`config.mk`:
```
export PLATFORM = sky130hd
export DESIGN_NAME = rot13_stream_xform
export DESIGN_NICKNAME = d
export VERILOG_FILES = /design/src/rtl/rot13_stream_pkg.sv /design/src/rtl/rot13_lane.sv /design/src/rtl/rot13_region_fsm.sv /design/src/rtl/rot13_out_stage.sv /design/src/rtl/rot13_stream_xform.sv
export SDC_FILE = /design/constraint.sdc
export NUM_CORES = 1
export LEC_CHECK = 0
export BUFFER_PORTS_ARGS = -buffer_cell sky130_fd_sc_hd__buf_4
export CAP_MARGIN = 20
export CELL_PAD_IN_SITES_DETAIL_PLACEMENT = 1
export CELL_PAD_IN_SITES_GLOBAL_PLACEMENT = 2
export CORE_MARGIN = 2
export CORE_UTILIZATION = 29
export CTS_CLUSTER_DIAMETER = 150
export DETAILED_ROUTE_END_ITERATION = 10
export PLACE_DENSITY = 0.88
export RECOVER_POWER = 50
export SLEW_MARGIN = 20
export SYNTH_ARGS = -nofsm -noshare
export SYNTH_HDL_FRONTEND = slang
export SYNTH_SLANG_ARGS = --single-unit
```
`constraint.sdc`:
```
create_clock -name clk -period 2.3 [get_ports clk]
set_input_delay 0.23 -clock clk [delete_from_list [all_inputs] [get_ports clk]]
set_output_delay 0.23 -clock clk [all_outputs]
set_load 0.02 [all_outputs]
```
`src/rtl/rot13_stream_pkg.sv`:
```
package rot13_stream_pkg;

    localparam int CHAR_W   = 8;
    localparam int ROT_STEP = 13;

    typedef enum logic [1:0] {
        ST_IDLE    = 2'd0,
        ST_HEADER  = 2'd1,
        ST_PAYLOAD = 2'd2,
        ST_TRAILER = 2'd3
    } region_e;

    typedef struct packed {
        logic sof;
        logic sod;
        logic eof;
    } mark_t;

endpackage

```
`src/rtl/rot13_lane.sv`:
```
module rot13_lane
    import rot13_stream_pkg::*;
#(
    parameter int W = CHAR_W
) (
    input  logic [W-1:0] char_in,
    input  logic         xform_en,
    output logic [W-1:0] char_out
);
    localparam logic [W-1:0] CASE_BIT = W'(8'h20);
    localparam logic [W-1:0] LOW_A    = W'(8'h61);
    localparam logic [W-1:0] LOW_M    = W'(8'h6D);
    localparam logic [W-1:0] LOW_Z    = W'(8'h7A);
    localparam logic [W-1:0] STEP     = W'(ROT_STEP);

    logic [W-1:0] folded;
    logic         is_alpha;
    logic         first_half;

    always_comb begin
        folded     = char_in | CASE_BIT;
        is_alpha   = (folded >= LOW_A) && (folded <= LOW_Z);
        first_half = (folded <= LOW_M);
        if (xform_en && is_alpha)
            char_out = first_half ? (char_in + STEP) : (char_in - STEP);
        else
            char_out = char_in;
    end
endmodule

```
`src/rtl/rot13_region_fsm.sv`:
```
module rot13_region_fsm
    import rot13_stream_pkg::*;
(
    input  logic    clk,
    input  logic    rst_n,
    input  logic    word_valid,
    input  logic    word_take,
    input  mark_t   marks,
    output logic    xform_en
);
    region_e state_q;
    region_e state_d;

    always_ff @(posedge clk) begin
        if (!rst_n)
            state_q <= ST_IDLE;
        else if (word_take && word_valid)
            state_q <= state_d;
    end

    always_comb begin
        state_d  = state_q;
        xform_en = 1'b0;
        unique case (state_q)
            ST_IDLE, ST_TRAILER: begin
                if (marks.sof) begin
                    if (marks.sod) begin
                        xform_en = 1'b1;
                        state_d  = marks.eof ? ST_TRAILER : ST_PAYLOAD;
                    end else begin
                        state_d  = ST_HEADER;
                    end
                end
            end
            ST_HEADER: begin
                if (marks.sod) begin
                    xform_en = 1'b1;
                    state_d  = marks.eof ? ST_TRAILER : ST_PAYLOAD;
                end else if (marks.eof) begin
                    state_d  = ST_TRAILER;
                end
            end
            ST_PAYLOAD: begin
                if (marks.sof && !marks.sod) begin
                    state_d  = ST_HEADER;
                end else begin
                    xform_en = 1'b1;
                    if (marks.eof)
                        state_d = ST_TRAILER;
                end
            end
            default: begin
                state_d = ST_IDLE;
            end
        endcase
        if (!word_valid)
            xform_en = 1'b0;
    end
endmodule

```
`src/rtl/rot13_out_stage.sv`:
```
module rot13_out_stage
    import rot13_stream_pkg::*;
#(
    parameter int DATA_W = 32
) (
    input  logic              clk,
    input  logic              rst_n,
    input  logic              load,
    input  logic [DATA_W-1:0] nxt_data,
    input  logic              nxt_valid,
    input  mark_t             nxt_marks,
    output logic [DATA_W-1:0] q_data,
    output logic              q_valid,
    output mark_t             q_marks
);
    always_ff @(posedge clk) begin
        if (!rst_n) begin
            q_data  <= '0;
            q_valid <= 1'b0;
            q_marks <= '0;
        end else if (load) begin
            q_data  <= nxt_data;
            q_valid <= nxt_valid;
            q_marks <= nxt_valid ? nxt_marks : '0;
        end
    end
endmodule

```
`src/rtl/rot13_stream_xform.sv`:
```
module rot13_stream_xform
    import rot13_stream_pkg::*;
#(
    parameter int DATA_W = 32
) (
    input  logic              clk,
    input  logic              rst_n,
    input  logic [DATA_W-1:0] in_data,
    input  logic              in_valid,
    input  logic              in_sof,
    input  logic              in_sod,
    input  logic              in_eof,
    output logic              in_rdy,
    output logic [DATA_W-1:0] out_data,
    output logic              out_valid,
    output logic              out_sof,
    output logic              out_sod,
    output logic              out_eof,
    input  logic              out_rdy
);
    localparam int LANES = DATA_W / CHAR_W;

    mark_t             in_marks;
    mark_t             q_marks;
    logic              xform_en;
    logic [DATA_W-1:0] xdata;

    assign in_marks = '{sof: in_sof, sod: in_sod, eof: in_eof};
    assign in_rdy   = out_rdy;

    rot13_region_fsm u_fsm (
        .clk        (clk),
        .rst_n      (rst_n),
        .word_valid (in_valid),
        .word_take  (out_rdy),
        .marks      (in_marks),
        .xform_en   (xform_en)
    );

    for (genvar k = 0; k < LANES; k++) begin : g_lane
        rot13_lane #(.W(CHAR_W)) u_lane (
            .char_in  (in_data[k*CHAR_W +: CHAR_W]),
            .xform_en (xform_en),
            .char_out (xdata[k*CHAR_W +: CHAR_W])
        );
    end

    rot13_out_stage #(.DATA_W(DATA_W)) u_out (
        .clk       (clk),
        .rst_n     (rst_n),
        .load      (out_rdy),
        .nxt_data  (xdata),
        .nxt_valid (in_valid),
        .nxt_marks (in_marks),
        .q_data    (out_data),
        .q_valid   (out_valid),
        .q_marks   (q_marks)
    );

    assign out_sof = q_marks.sof;
    assign out_sod = q_marks.sod;
    assign out_eof = q_marks.eof;
endmodule

```
==> results.tsv, run 1 <==
metric	value	unit
Syn Nets	442	
Final Power	0.001975	W
WP data arrival	2330	ps
Post-DP Area	4118	µm²
RSZ-0062 raised after global routing	false	
final hold violations	0	
Layout area overhead	32.05	%
Clock Path Buffers	2	
clock skew	4.095	ps
DR pass1 iterations	4	
core area	10750	µm²
GPL Wtd Cong	0.8336	
worst skew pair latency	280	ps
Worst-path clk slew	80	ps
pwr dens	473.7	nW/µm²
post-synthesis sequential area ratio	24.09	%
Hold Path Origin	in_data[22]	
Final Critical Period	2145	ps
synth unique cells	53	
Fin Setup TNS	0	ps
Critical Path End Type	flip-flop	
CTS H-tree lvls	2	
relative slew slack	69.05	%
first-pass GRT wire length	15970	µm
Final Instance Area	4170	µm²
FF+latch count, synth	38	
R2R Setup Slk	150	ps
Total Nets Final	560	
mean post-synth cell area	8.467	µm²
initial antenna violation count	0	
TritonCTS Buffers	5	
Static Leak	1.707	nW
CTS root buf	clkbuf_8	
largest net degree at the start of global routing	38	
total gr overflow	0	
vias in the first global route	3379	
WHS Endpoint	u_out.q_data[22]$_SDFFE_PN0P_	
class of the worst hold path	primary input to flip-flop	
layout cells sized above 1	24.44	%
gr usage total	16.87	%
Async SR Flop Fraction	0	%
DRT antenna net count	0	
outcome	completed	
die height	108.4	µm
die area	11740	µm²
Worst-Margin Slew	460.0	ps
final setup vio count	0	
Critical Path Fanout Max	6	
Crit Reg-Reg Startpoint	u_fsm.state_q[1]$_SDFFE_PN0P_	
Peak VDD IR	0.1867	mV
worst r2r path cells	10	
max-slew violation count	0	
Startpoint Class	flip-flop	
1st-iter DRT viols	81	
max cap viols	0	
Crit Path Class	flip-flop to flip-flop	
worst hold margin	242.1	ps
Mapped Area	3158	µm²
Post-synth EDFFs	0	
CTS tree	built	
# clock sinks	38	
final WL	9748	µm
port bufs	75	
ratio of final minimum period to clock period	93.27	%
DRC viols	0	
Std-Cell Rows	38	
DP Wirelength	7680	µm
Cells after Synth	373	
end of the worst register-to-register path	u_out.q_data[22]$_SDFFE_PN0P_	
Fmax achieved	0.4662	GHz
Ys Warns	0	
Initial Util	29.39	%
Top Ports	76	
Via density	5.166	
Die X	108.4	µm
vias	3260	
critical path required time	2490	ps
post-layout util	38.81	%
hold path depth	2	
Primary FF master, synth	dfxtp_1	
WL/cell	15.45	µm
Antenna diodes	0	
[metrics by stage]
stage | worst slack [ps] | std cells
6_report | 154.8 | 631
5_1_grt | 11.51 | 631
4_1_cts | 19.93 | 622
3_5_place_dp | -133.5 | 615
3_3_place_gp | -39.86 | 615
2_1_floorplan | 18.27 | 373
[synth_stat cells (8+ instances only)]
master     n  area share [%]
xnor2_1   15             4.2
nor2_1    25             3.0
nand2_1    9             1.1
o211ai_1   8             1.9
dfxtp_1   38              24
nand3_1   13             2.1
a211oi_1   9             2.1
o21ai_0   30             4.8
nand2b_1  11             2.2
ha_1      26              10
mux2i_1   17             5.4
inv_1     23             2.7
a21oi_1   49             7.8
nor2b_1    9             1.8
[layer usage]
metal	part of all wire [%]	GRT usage [%]	wire length, µm	vias up
li1	-	-	-	1627
met1	45	20.82	4357	1564
met2	50	30.23	4867	61
met3	4.5	3.918	442	8
met4	0.82	2.930	80	0
met5	0	0	0	-
[cells in the final DEF (no fill, tap or decap), types with 2 or more instances in the layout]
cell       netlist  routed
nand3_1         13      13
o21ba_2          3       3
clkbuf_8         3       5
mux2i_1         17      17
a32o_1           2       2
a21oi_1         49      48
a21o_1           6       6
nor3_1           2       2
inv_1           23      23
o21ai_0         30      29
nor2_1          25      25
o221ai_1         4       4
clkbuf_1         4      33
or4_1            4       4
nor3b_1          4       4
o31a_1           4       4
or2b_2           2       2
dfxtp_1         38      38
fa_1             4       4
o211ai_1         8       8
nand2b_1        11      11
o2111ai_1        3       3
mux2_2           4       4
o22ai_1          2       2
nand2_1          9       9
a31o_2           4       4
and3_1           2       2
nor2b_1          9       9
xor2_1           3       3
nand4_1          2       2
clkinv_2         0       2
buf_4            1      88
xnor2_1         15      15
nand3b_1         2       2
ha_1            26      25
a211oi_1         9       9
o31ai_1          3       3
o21a_1           5       5
nor3_4           1       2
[how the worst max path moves through the flow]
stage                                       start                       endpoint  slack [ps]  cells past startpoint
floorplan           u_fsm.state_q[0]$_SDFFE_PN0P_  u_out.q_data[25]$_SDFFE_PN0P_          20                      7
global placement                      in_data[27]  u_out.q_data[30]$_SDFFE_PN0P_         -40                     10
detailed placement                    in_data[27]  u_out.q_data[30]$_SDFFE_PN0P_        -130                     10
CTS                 u_fsm.state_q[0]$_SDFFE_PN0P_   u_out.q_data[3]$_SDFFE_PN0P_          20                      9
global route        u_fsm.state_q[1]$_SDFFE_PN0P_  u_out.q_data[22]$_SDFFE_PN0P_          10                     10
finish              u_fsm.state_q[1]$_SDFFE_PN0P_  u_out.q_data[22]$_SDFFE_PN0P_         150                     10
[sequential cells by signal, summed over array words and instances (netlist names)]
register,cells
u_fsm.state_q,2
u_out.q_valid,1
u_out.q_data,32
u_out.q_marks,3
[cell type report]
class | instances | area [µm²]
clock buffers | 5 | 68.82
clock inverters | 2 | 10.01
fillers | 1313 | 6575
inverters | 23 | 86.33
multi-input cells | 300 | 2253
flip-flops and latches | 38 | 760.7
well taps | 140 | 175.2
repair buffers | 123 | 815.8
[cell families (layout without fill, tap and decap cells)]
| kind of cell | after synthesis | count (layout) | synth area share [%] |
|---|---|---|---|
| AOI/OAI and AO/OA | 139 | 139 | 29.20 |
| and+or+nand+nor | 92 | 92 | 16.68 |
| DFF | 38 | 38 | 24.09 |
| buffers and inverters | 35 | 153 | 5.388 |
| adders and majority gates | 30 | 30 | 12.84 |
| muxes | 21 | 21 | 6.814 |
| xor gates and xnor gates | 18 | 18 | 4.992 |
[what timing repair did]
action                     in CTS  in global routing
setup buffers                   0                  9
hold buffers                    0                  0
pin swaps                       0                  4
setup endpoints to repair       4                 15
gates cloned                    0                  0
resized for setup               1                  5
[critical path, stage by stage, from the launching register on]
cell	delay [ps]
dfxtp_1	340
buf_4	150
inv_1	50
ha_1	150
or3_4	140
o2111ai_4	180
buf_4	200
nor3_4	280
buf_4	200
o2111ai_1	110
a41o_1	240
[where the power goes]
| group | switching, W | leakage, nW | internal (W) |
|---|---|---|---|
| clock network | 0.000254 | 0.0438 | 0.000204 |
| registers | 0.0000250 | 0.315 | 0.000704 |
| logic | 0.000433 | 1.35 | 0.000356 |
(Power assumes the default switching activity.)
==> run 2, diff against run 1 <==
--- a/config.mk
+++ b/config.mk
@@ -5,7 +5,7 @@
 export SDC_FILE = /design/constraint.sdc
 export NUM_CORES = 1
 export LEC_CHECK = 0
-export BUFFER_PORTS_ARGS = -buffer_cell sky130_fd_sc_hd__buf_4
+export BUFFER_PORTS_ARGS = -buffer_cell sky130_fd_sc_hd__buf_2
 export CAP_MARGIN = 20
 export CELL_PAD_IN_SITES_DETAIL_PLACEMENT = 1
 export CELL_PAD_IN_SITES_GLOBAL_PLACEMENT = 2
==> run 2 against run 1 <==
Final cell count decreased by 1.1%. Clock power increased by 7.4%. Combinational power decreased by 3.4%. Non-clock buffer count decreased by 8. Count of clock-buffer cells in the layout increased by 2. Design area decreased by 3.5%. Wire length decreased by 0.84%. Maximum frequency decreased by 0.67%. Sequential power about the same. Critical endpoint is now u_out.q_data[9]$_SDFFE_PN0P_.
==> results.tsv, run 2 (synthesized netlist as in run 1, its figures left out) <==
metric	value	unit	change
outcome	completed		
largest net degree at the start of global routing	37		-2.6%
Critical Path Fanout Max	3		-3
Initial Util	29.39	%	unchanged
worst hold margin	248.5	ps	+6.366 ps
total gr overflow	0		unchanged
Crit path depth	10		unchanged
worst skew pair latency	290	ps	about the same
die height	108.4	µm	unchanged
Layout area overhead	27.38	%	
vias	3274		+0.43%
worst-path cell chain	buf_4, inv_1, ha_2, or3_4, o2111ai_4, buf_12, buf_6, nor3_4, mux2_2, a21oi_1		
Int Pwr	0.001276	W	+0.96%
class of the worst hold path	primary input to flip-flop		
switching pwr	0.0007047	W	-0.99%
Fin Setup TNS	0	ps	unchanged
DRC viols	0		unchanged
max cap viols	0		unchanged
Final Critical Period	2160	ps	+14.57 ps
CTS tree	built		
Startpoint Class	flip-flop		
Worst-path clk slew	80	ps	about the same
critical path startpoint	u_fsm.state_q[1]$_SDFFE_PN0P_		
GPL Wtd Cong	0.8375		+0.47%
core area	10750	µm²	unchanged
Die X	108.4	µm	unchanged
cell with the largest stage delay on the worst path	mux2_2		
DRT antenna net count	0		unchanged
Crit path max-delay family	buffers and inverters		
max reg flops	32		unchanged
Crit Path Class	flip-flop to flip-flop		
R2R Setup Slk	140	ps	about the same
biggest regs	u_out.q_data: 32 flops, u_out.q_marks: 3 flops, u_fsm.state_q: 2 flops		
TritonCTS Buffers	5		unchanged
Clock Path Buffers	2		unchanged
sequential share of power	36.8	%	about the same
Top Ports	76		unchanged
final hold violations	0		unchanged
end of the worst register-to-register path	u_out.q_data[9]$_SDFFE_PN0P_		
hold_buf cts	0		unchanged
final setup vio count	0		unchanged
initial antenna violation count	0		unchanged
Clock Power Share	24.8	%	+1.6 points
Fmax achieved	0.4630	GHz	-0.67%
gr usage total	16.40	%	-0.47 points
relative slew slack	69.50	%	+0.46 points
Reg with most FFs	u_out.q_data		
WP data arrival	2380	ps	+50 ps
Via density	5.247		+1.6%
Total Nets Final	552		-1.4%
DP Wirelength	7705	µm	+0.33%
clock skew	7.290	ps	+3.196 ps
vias in the first global route	3300		-2.3%
Gate power share	38.4	%	-1.5 points
area of the multi-input gates	2246	µm²	-0.33%
port bufs	75		unchanged
# clock sinks	38		unchanged
final WL	9666	µm	-0.84%
Peak VDD IR	0.2091	mV	+12%
Crit Reg-Reg Startpoint	u_fsm.state_q[1]$_SDFFE_PN0P_		
FILL cells	1350		+2.8%
Critical Path End Type	flip-flop		
1st-iter DRT viols	109		+35%
Std-Cell Rows	38		unchanged
pwr dens	492.3	nW/µm²	+3.9%
layout cells sized above 1	23.14	%	-1.3 points
commonest non-fill, non-tap cell in the layout	a21oi_1		
RSZ-0062 raised after global routing	false		
Net Sw Frac	35.58	%	-0.45 points
Worst-Margin Slew	453.3	ps	-6.794 ps
WL/cell	15.49	µm	+0.27%
critical path required time	2520	ps	+30 ps
Max stage delay on crit path	370	ps	+30 ps
die area	11740	µm²	unchanged
max-slew violation count	0		unchanged
CTS root buf	clkbuf_8		
Antenna diodes	0		unchanged
ratio of final minimum period to clock period	93.90	%	+0.63 points
Seq. cell area	762.0	µm²	+0.16%
Final Power	0.001980	W	+0.26%
crit path to	u_out.q_data[9]$_SDFFE_PN0P_		
CP bufs+invs	4		unchanged
Static Leak	1.634	nW	-4.3%
worst r2r path cells	10		unchanged
DR pass1 iterations	4		unchanged
hold path depth	3		+1
commonest non-fill, non-tap cells in the layout	a21oi_1 (49), buf_2 (41), buf_4 (37), dfxtp_1 (37), clkbuf_1 (35)		
first-pass GRT wire length	15520	µm	-2.8%
CTS H-tree lvls	2		unchanged
==> run 2: area by class of cell <==
| class | count | share of cell area (%) |
|---|---|---|
| multi-input combinational | 300 | 55.83 |
| clock inverter | 1 | 0.1244 |
| timing repair buffer | 115 | 16.45 |
| inverter | 23 | 2.146 |
| clock buffer | 7 | 2.146 |
| sequential | 38 | 18.94 |
| tap | 140 | 4.355 |
==> run 2: per-stage QoR <==
step / setup WS (ps) / utilization, % / cell area (µm²) / instances
after CTS: 37.70 / 37.35 / 4014 / 622
after global routing: 20.69 / 37.44 / 4023 / 624
after global placement: 34.40 / 36.50 / 3923 / 614
final: 140.3 / 37.44 / 4023 / 624
after detailed placement: -74.49 / 36.50 / 3923 / 614
after floorplan: 18.27 / - / 3158 / 373
==> run 2: power groups by stage <==
stage	Clock (W)	Sequential (W)	Combinational, W
floorplan	0	0.000794	0.000440
global placement	0	0.000740	0.000728
detailed placement	0	0.000741	0.000762
CTS	0.000518	0.000726	0.000764
global route	0.000543	0.000733	0.000843
finish	0.000492	0.000728	0.000761
==> run 2: how the worst min path moves through the flow <==
stage | from | to | slack [ps]
after floorplan | in_valid | u_out.q_valid$_SDFFE_PN0P_ | 380
after global placement | u_out.q_marks[2]$_SDFFE_PN0P_ | u_out.q_marks[2]$_SDFFE_PN0P_ | 450
after detailed placement | u_out.q_marks[2]$_SDFFE_PN0P_ | u_out.q_marks[2]$_SDFFE_PN0P_ | 460
after CTS | in_eof | u_out.q_marks[0]$_SDFFE_PN0P_ | 230
after global routing | in_eof | u_out.q_marks[0]$_SDFFE_PN0P_ | 230
final | in_eof | u_out.q_marks[0]$_SDFFE_PN0P_ | 250
==> run 2: what timing repair did <==
action                     in CTS  in global routing
setup endpoints to repair       0                 14
gates resized for setup         0                  5
buffers inserted                0                  2
==> run 2: per-layer routing <==
metal	track usage (%)	routed length, µm
met2	29.69	4790
met4	2.839	80
met3	3.315	418
met1	20.28	4376
met5	0	0
==> run 2: tightest hold or removal path: cells and delay by family <==
| kind | cells | cell delay, ps |
|---|---|---|
| AO/OA/AOI/OAI | 1 | 60 |
| buffers and inverters | 1 | 130 |
| AND/OR/NAND/NOR | 1 | 80 |
